<file path="config.mk">
export PLATFORM = sky130hd
export DESIGN_NAME = ptc_line_codec
export DESIGN_NICKNAME = d
export VERILOG_FILES = /design/src/rtl/ptc_pkg.sv /design/src/rtl/ptc_tx_encoder.sv /design/src/rtl/ptc_rx_checker.sv /design/src/rtl/ptc_line_codec.sv
export SDC_FILE = /design/constraint.sdc
export NUM_CORES = 1
export LEC_CHECK = 0
export BUFFER_PORTS_ARGS = -buffer_cell sky130_fd_sc_hd__buf_4
export CORE_UTILIZATION = 41
export CTS_BUF_LIST = sky130_fd_sc_hd__clkbuf_4 sky130_fd_sc_hd__clkbuf_8 sky130_fd_sc_hd__clkbuf_16
export CTS_CLUSTER_DIAMETER = 30
export DETAILED_ROUTE_END_ITERATION = 8
export PLACE_DENSITY = 0.63
export SETUP_SLACK_MARGIN = 0.2
export SLEW_MARGIN = 20
export SYNTH_ARGS = -nofsm -noshare
export SYNTH_HDL_FRONTEND = slang
export SYNTH_SLANG_ARGS = --single-unit
</file>
<file path="constraint.sdc">
create_clock -name clk -period 1.3 [get_ports clk]
set_clock_uncertainty 0.2 [all_clocks]
set_input_delay 0.195 -clock clk [delete_from_list [all_inputs] [get_ports clk]]
set_output_delay 0.195 -clock clk [all_outputs]
set_load 0.03 [all_outputs]
</file>
<file path="src/rtl/ptc_pkg.sv">
package ptc_pkg;
  localparam int SYM_W = 2;
  localparam int TAG_W = 2;

  typedef enum logic [SYM_W-1:0] {
    SYM_SPACE = 2'b00,
    SYM_POS   = 2'b01,
    SYM_NEG   = 2'b10,
    SYM_BAD   = 2'b11
  } sym_e;

  typedef enum logic [TAG_W-1:0] {
    TAG_DATA  = 2'b00,
    TAG_FRAME = 2'b01,
    TAG_BAL   = 2'b10,
    TAG_RSVD  = 2'b11
  } tag_e;

  function automatic logic [SYM_W-1:0] mark_of(input logic neg);
    return neg ? SYM_NEG : SYM_POS;
  endfunction
endpackage

</file>
<file path="src/rtl/ptc_tx_encoder.sv">
module ptc_tx_encoder
  import ptc_pkg::*;
#(
  parameter bit FIRST_POS = 1'b1
) (
  input  logic             clk,
  input  logic             rst_n,
  input  logic             bit_en,
  input  logic             tx_bit,
  input  logic [TAG_W-1:0] tx_tag,
  output logic [SYM_W-1:0] tx_sym
);
  typedef struct packed {
    logic             last_neg;
    logic             par_odd;
    logic             frame_seen;
    logic             viol_due;
    logic [SYM_W-1:0] sym;
  } enc_st_t;

  enc_st_t q, d;
  logic    mark;
  logic    mark_neg;

  always_comb begin
    d        = q;
    mark     = 1'b0;
    mark_neg = ~q.last_neg;
    if (bit_en) begin
      case (tx_tag)
        TAG_FRAME: begin
          mark         = 1'b1;
          mark_neg     = q.last_neg;       // forced violation
          d.frame_seen = 1'b1;
          d.viol_due   = 1'b0;
        end
        TAG_BAL: begin
          mark         = q.par_odd;
          d.viol_due   = q.frame_seen;     // arm or cancel
          d.frame_seen = 1'b0;
        end
        default: begin                     // data and reserved tag
          mark = ~tx_bit;
          if (q.viol_due) mark_neg = q.last_neg;
          if (~tx_bit) d.viol_due = 1'b0;
        end
      endcase
      d.sym = mark ? mark_of(mark_neg) : SYM_SPACE;
      if (mark) d.last_neg = mark_neg;
      d.par_odd = (tx_tag == TAG_BAL) ? 1'b0 : (q.par_odd ^ mark);
    end
  end

  always_ff @(posedge clk or negedge rst_n) begin
    if (!rst_n) begin
      q.last_neg   <= FIRST_POS;
      q.par_odd    <= 1'b0;
      q.frame_seen <= 1'b0;
      q.viol_due   <= 1'b0;
      q.sym        <= SYM_SPACE;
    end else begin
      q <= d;
    end
  end

  assign tx_sym = q.sym;

  p_legal_code_r2: assert property (@(posedge clk) disable iff (!rst_n)
    tx_sym != SYM_BAD);
  p_one_is_space_r2: assert property (@(posedge clk) disable iff (!rst_n)
    bit_en && (tx_tag == TAG_DATA) && tx_bit |=> tx_sym == SYM_SPACE);
  p_frame_is_mark_r3: assert property (@(posedge clk) disable iff (!rst_n)
    bit_en && (tx_tag == TAG_FRAME) |=> tx_sym != SYM_SPACE);
  p_bal_restarts_parity_r4: assert property (@(posedge clk) disable iff (!rst_n)
    bit_en && (tx_tag == TAG_BAL) |=> !q.par_odd);
  p_hold_when_idle_r8: assert property (@(posedge clk) disable iff (!rst_n)
    !bit_en |=> $stable(tx_sym));
endmodule

</file>
<file path="src/rtl/ptc_rx_checker.sv">
module ptc_rx_checker
  import ptc_pkg::*;
(
  input  logic             clk,
  input  logic             rst_n,
  input  logic             rx_en,
  input  logic [SYM_W-1:0] rx_sym,
  output logic             rx_viol
);
  logic have_q, have_d;
  logic neg_q, neg_d;
  logic viol_q, viol_d;
  logic is_mark;

  assign is_mark = (rx_sym == SYM_POS) || (rx_sym == SYM_NEG);

  always_comb begin
    have_d = have_q;
    neg_d  = neg_q;
    viol_d = viol_q;
    if (rx_en) begin
      if (is_mark) begin
        viol_d = have_q && ((rx_sym == SYM_NEG) == neg_q);
        neg_d  = (rx_sym == SYM_NEG);
        have_d = 1'b1;
      end else begin
        viol_d = 1'b0;
      end
    end
  end

  always_ff @(posedge clk or negedge rst_n) begin
    if (!rst_n) begin
      have_q <= 1'b0;
      neg_q  <= 1'b0;
      viol_q <= 1'b0;
    end else begin
      have_q <= have_d;
      neg_q  <= neg_d;
      viol_q <= viol_d;
    end
  end

  assign rx_viol = viol_q;

  p_space_clears_r10: assert property (@(posedge clk) disable iff (!rst_n)
    rx_en && !is_mark |=> !rx_viol);
  p_hold_when_idle_r11: assert property (@(posedge clk) disable iff (!rst_n)
    !rx_en |=> $stable(rx_viol));
  p_first_mark_clean_r9: assert property (@(posedge clk) disable iff (!rst_n)
    rx_en && !have_q |=> !rx_viol);
endmodule

</file>
<file path="src/rtl/ptc_line_codec.sv">
module ptc_line_codec
  import ptc_pkg::*;
#(
  parameter bit FIRST_POS  = 1'b1,
  parameter int RST_STAGES = 2
) (
  input  logic             clk,
  input  logic             rst_n,
  input  logic             bit_en,
  input  logic             tx_bit,
  input  logic [TAG_W-1:0] tx_tag,
  output logic [SYM_W-1:0] tx_sym,
  input  logic             rx_en,
  input  logic [SYM_W-1:0] rx_sym,
  output logic             rx_viol
);
  logic rst_n_s;

  generate
    if (RST_STAGES <= 1) begin : g_rst_one
      logic rst_q;
      always_ff @(posedge clk or negedge rst_n) begin
        if (!rst_n) rst_q <= 1'b0;
        else        rst_q <= 1'b1;
      end
      assign rst_n_s = rst_q;
    end else begin : g_rst_chain
      logic [RST_STAGES-1:0] rst_q;
      always_ff @(posedge clk or negedge rst_n) begin
        if (!rst_n) rst_q <= '0;
        else        rst_q <= {rst_q[RST_STAGES-2:0], 1'b1};
      end
      assign rst_n_s = rst_q[RST_STAGES-1];
    end
  endgenerate

  ptc_tx_encoder #(.FIRST_POS(FIRST_POS)) u_enc (
    .clk    (clk),
    .rst_n  (rst_n_s),
    .bit_en (bit_en),
    .tx_bit (tx_bit),
    .tx_tag (tx_tag),
    .tx_sym (tx_sym)
  );

  ptc_rx_checker u_chk (
    .clk     (clk),
    .rst_n   (rst_n_s),
    .rx_en   (rx_en),
    .rx_sym  (rx_sym),
    .rx_viol (rx_viol)
  );

  p_reset_quiet_r1: assert property (@(posedge clk)
    !rst_n_s |-> (tx_sym == SYM_SPACE) && !rx_viol);
endmodule

</file>
Word level (Yosys, flattened, before mapping)
Cells that the tools add are included.
{ "totals": {"inputBits": 9, "out_inout_bits": 3, "register_bits": 11, "elab_cells": 37} }
{ "classes": {"muxes": 12, "eq_ne": 6, "bitwise_logic": 3, "n_reduce_logical": 7} }
{ "ops": {"columns": ["op", "count"], "rows": [
  ["one-hot mux 1 bit (2 select lines)", 4],
  ["AND reduction 2 bit", 4],
  ["2-to-1 mux 1 bit", 6],
  ["equality test 2 x 1 -> 1 bit, second input constant", 2],
  ["equality test 2 bit, second input constant", 2],
  ["2-to-1 mux 2 bit", 2],
  ["inequality test 3 x 1 -> 1 bit, second input constant", 1],
  ["inverter 1 bit", 2],
  ["nonzero test 2 bit", 1],
  ["equality test 1 bit", 1],
  ["logical AND 1 bit", 1],
  ["logical OR 1 bit", 1],
  ["XOR 1 bit", 1]
]} }

Longest topological paths before layout
{ "logic_depth": {"depth_word": 6, "depth_mapped": 5, "ltp_nobuf": 5} }

Hierarchy
From an unflattened synthesis, not the netlist that was laid out.
{ "unflattened": {"hier_cells": 48, "area_unflattened_um2": 553.0} }
{ "modules_own_cells": {"columns": ["module", "n_inst", "area_each_um2", "seq_area_each_um2", "cells_each"], "rows": [
  ["ptc_tx_encoder", 1, 350.3, 151.4, 33],
  ["ptc_rx_checker", 1, 148.9, 75.1, 12],
  ["ptc_line_codec", 1, 53.8, 50.0, 3]
]} }

Worst setup path before layout
Ideal clock, no wire load.
{ "synth_path": {"path_kind": "input to register", "startpoint": "input tx_tag[0]", "endpoint": "register u_enc.q, in the netlist u_enc.tx_sym[0]", "t_required_ns": 0.979, "setup_ns": 0.121, "path_slack_ns": -0.200, "path_buffers": 0, "t_arrival_ns": 1.179, "stages": 5, "path_cell_list": "inv_1 > ha_1 > a211oi_1 > nor2_1 > a22o_1"} }
{ "synth_between": {"elab_chain_cells": 5, "elab_cells_between_ends": 8, "cone_classes": "eq/ne (2); mux (6)"} }
{ "synth_rtl": {"columns": ["element", "line_no", "source"], "rows": [
  ["start: declaration", "ptc_line_codec.sv:11", "input logic [TAG_W-1:0] tx_tag,"],
  ["equality test 2 bit / equality test 2 x 1 -> 1 bit (equally long branches)", "ptc_tx_encoder.sv:30", "case (tx_tag)"],
  ["one-hot mux 1 bit (2 select lines)", "ptc_tx_encoder.sv:30", null],
  ["2-to-1 mux 1 bit", "ptc_tx_encoder.sv:29", "if (bit_en) begin"],
  ["2-to-1 mux 2 bit", "ptc_pkg.sv:20", "return neg ? SYM_NEG : SYM_POS;"],
  ["2-to-1 mux 2 bit (*)", "ptc_tx_encoder.sv:48", "d.sym = mark ? mark_of(mark_neg) : SYM_SPACE;"],
  ["end: declaration", "ptc_tx_encoder.sv:21", "enc_st_t q, d;"]
]} }
Mark *: on every way between the ends. The rest lies on a longest branch, timed or not. The select of a mux whose other input is x is not followed.
A chain may end at the register's enable or synchronous reset.

Worst setup path in the final report
{ "layout_path": {"startpoint": "register u_enc.q[4] (netlist bit)", "endpoint": "register u_enc.q, in the netlist u_enc.tx_sym[0]"} }
{ "layout_between": {"elab_chain_cells": 3} }
{ "layout_rtl": {"columns": ["element", "line_no"], "rows": [
  ["one-hot mux 1 bit (2 select lines)", "ptc_tx_encoder.sv:30"],
  ["2-to-1 mux 1 bit", "ptc_tx_encoder.sv:29"],
  ["2-to-1 mux 2 bit", "ptc_tx_encoder.sv:48"]
]} }
Every way passes these cells. The select of a mux whose other input is x is not followed.

==> impl_metrics.tcl <==
set metrics [dict create \
    finalCriticalPeriod_ns 1.420 \
    grt-ovfl-total 0 \
    violations "hold timing, setup timing" \
    setup.worst_path.start "u_enc.q[4]" \
    cp_top_family "compound AO/OA/AOI/OAI gates" \
    synth_top_area_cell "dfrtp_1" \
    switching_share 0.3146 \
    synthTopCellsByArea "dfrtp_1 47%, ha_1 7.0%, dfstp_2 4.9%" \
    post-dp-hpwl_um 822.6 \
    gp_routability_congestion 0.8627 \
    grt_pass1_wl_mm 2.014 \
    yosysTopAreaCellShare 0.4673 \
    cts_made_buffers 3 \
    core_area_sq_um 1156 \
    start_util 0.4632 \
    combPwrFrac 0.368 \
    track_usage 0.2156 \
    vdd_drop_max_uv 702.2 \
    dp_slack_ns -0.2608 \
    fillers 91 \
    ys_seq_area_frac 0.5164 \
    clk_path_buf_depth 2 \
    final_cells 86 \
    holdBufCountCts 3 \
    htreeDepth 1 \
    max_clock_freq_ghz 0.7043 \
    crit_path_max_fanout 4 \
    netlist_instances 48 \
    insertion_delay_ns 0.27 \
    drc 0 \
    fin_nets 85 \
    antenna_cells 0 \
    wirelength_mm 1.226 \
    pwr-share-seq 0.414 \
    fin_hold_ws_ns -0.06619 \
    grt_pass1_vias 446 \
    final_cell_mix "16 x buf_4, 10 x dfrtp_1, 5 x inv_1, 4 x clkbuf_4, 3 x buf_6" \
    synthDistinctLibCells 25 \
    drv_cap 0 \
    cts.sinks 11 \
    cp_data_required_time_ns 1.26 \
    synth-seq-cells 11 \
    fin_crit_sh 1.092 \
    via_count 475 \
    endpoint_kind "flop" \
    run_status "finished, violations left" \
    p_leak_nw 0.4091 \
    finalHoldViolCount 8 \
    start_kind "flop" \
    viasPerCell 5.523 \
    netlist_area_sq_um 535.5 \
    clk_pin_slew_worst_paths_ns 0.07 \
    io_pins 12 \
    final_cell_area_sq_um 829.5 \
    placed_area_sq_um 701.9 \
    cp.arrival_ns 1.38 \
    fp.dieArea_sq_um 1455 \
    setup_ws_ns -0.1198 \
    placement_rows 12 \
    setup_violations 4 \
    syn_nets 60 \
    hp-class "reg2async" \
    slew_violations 0 \
    wl_per_cell_um 14.26 \
    cp_slowest_cell "dfrtp_1" \
    path_cells "a211oi_2 -> nor2_1 -> a22o_1" \
    reg2reg_from "u_enc.q[4]" \
    grt_setup_unrepaired "yes" \
    syn_to_final_growth_pct 54.91 \
    avgSynthCellArea_sq_um 11.16 \
    port_buffers 11 \
    antenna_found_initial 0 \
    root_buffer "clkbuf_4" \
    drtAntennaViolNets 0 \
    yosys_warnings 0 \
    drive_gt1_frac 0.5000 \
    die_w_um 38.14 \
    power_density_nw_per_um2 1408 \
    drtIter0Drc 17 \
    fin_setup_tns_ns -0.3365 \
    switchingPower_mw 0.3675 \
    crit_type "reg2reg" \
    tritoncts "done" \
    critPathBufInv 0 \
    drtPass1Iterations 4 \
    final_common_cell "buf_4" \
    grt_max_degree 10 \
    placed_cells 74 \
    max_stage_delay_ns 0.41 \
    internal_power_mw 0.8008 \
    power_frac_clock 0.218 \
    dieHeight_um 38.14 \
]
==> power by group through the flow <==
stage | logic, mW | clock network [mW] | registers [mW]
CTS | 0.393 | 0.263 | 0.484
global placement | 0.306 | 0 | 0.486
floorplan | 0.234 | 0 | 0.485
detailed placement | 0.320 | 0 | 0.493
global route | 0.457 | 0.283 | 0.494
finish | 0.430 | 0.255 | 0.484
==> cell families (layout without fill, tap and decap cells) <==
logic type / Yosys count / after routing / share of synthesized area
fa+ha+maj: 3 / 3 / 0.07010
flops: 11 / 11 / 0.5164
mux: 2 / 2 / 0.03972
other cells: 1 / 1 / 0.007003
compound gates: 11 / 11 / 0.1659
buf+inv: 9 / 33 / 0.07710
simple gates: 9 / 9 / 0.09113
xor+xnor: 2 / 2 / 0.03272
==> routing by layer <==
metal	routed length [um]	global-route usage	up-vias
met3	97	0.08721	6
met4	24	0.1429	0
li1	-	-	210
met2	578	0.3093	32
met5	0	0	-
met1	526	0.2622	227
==> worst paths after layout <==
check,cells after the start,slack [ns],to
min in group clk,3,0.03,u_chk.rx_viol
worst min-delay path,0,-0.07,u_enc.q[3]
worst max-delay path,3,-0.12,u_enc.tx_sym[0]
worst max register to register,3,-0.12,u_enc.tx_sym[0]
worst min register to register,0,-0.07,u_enc.q[3]
max in group asynchronous,0,0.67,u_enc.q[5]
==> area by class of cell <==
cell class | instances | area (sq um) | share of cell area
flip-flops and latches | 11 | 276.5 | 0.3333
inverters | 7 | 36.28 | 0.04374
repair buffers | 22 | 186.4 | 0.2247
well taps | 14 | 17.52 | 0.02112
clock buffers | 4 | 30.03 | 0.03620
multi-input cells | 28 | 282.8 | 0.3409
==> per-stage QoR <==
| step | power [mW] | utilization |
|---|---|---|
| 5_1_grt | 1.234 | 0.7175 |
| 3_3_place_gp | 0.7920 | 0.6071 |
| 2_1_floorplan | 0.7190 | - |
| 3_5_place_dp | 0.8131 | 0.6071 |
| 6_report | 1.168 | 0.7175 |
| 4_1_cts | 1.139 | 0.6883 |
==> flip-flops by register name, indices dropped and copies added (netlist names) <==
name	count
u_enc.q	4
g_rst_chain.rst_q	2
u_enc.tx_sym	2
u_chk.have_q	1
u_chk.neg_q	1
u_chk.rx_viol	1
==> synth_stat cells <==
cell type and count:
a211oi_1 1, a21bo_1 1, a221oi_2 1, a22o_1 1, a22oi_1 1, buf_4 2, conb_1 1, dfrtp_1 10
dfstp_2 1, ha_1 3, inv_1 7, mux2_2 1, mux2i_1 1, nand2_1 2, nand2b_1 2, nand3_1 1
nor2_1 1, nor2b_1 1, nor3b_1 1, o21ai_0 3, o31ai_1 1, o32ai_1 2, or3_1 1, xnor2_1 1
xor2_1 1
==> timing repair <==
item / CTS / global route
hold endpoints to repair: 14 / 8
pin swaps: 4 / 5
endpoints found under the setup margin: 7 / 10
resized for setup: 3 / 6
buffers inserted: 3 / 2
Note: power is estimated with default switching activity, not from simulation.
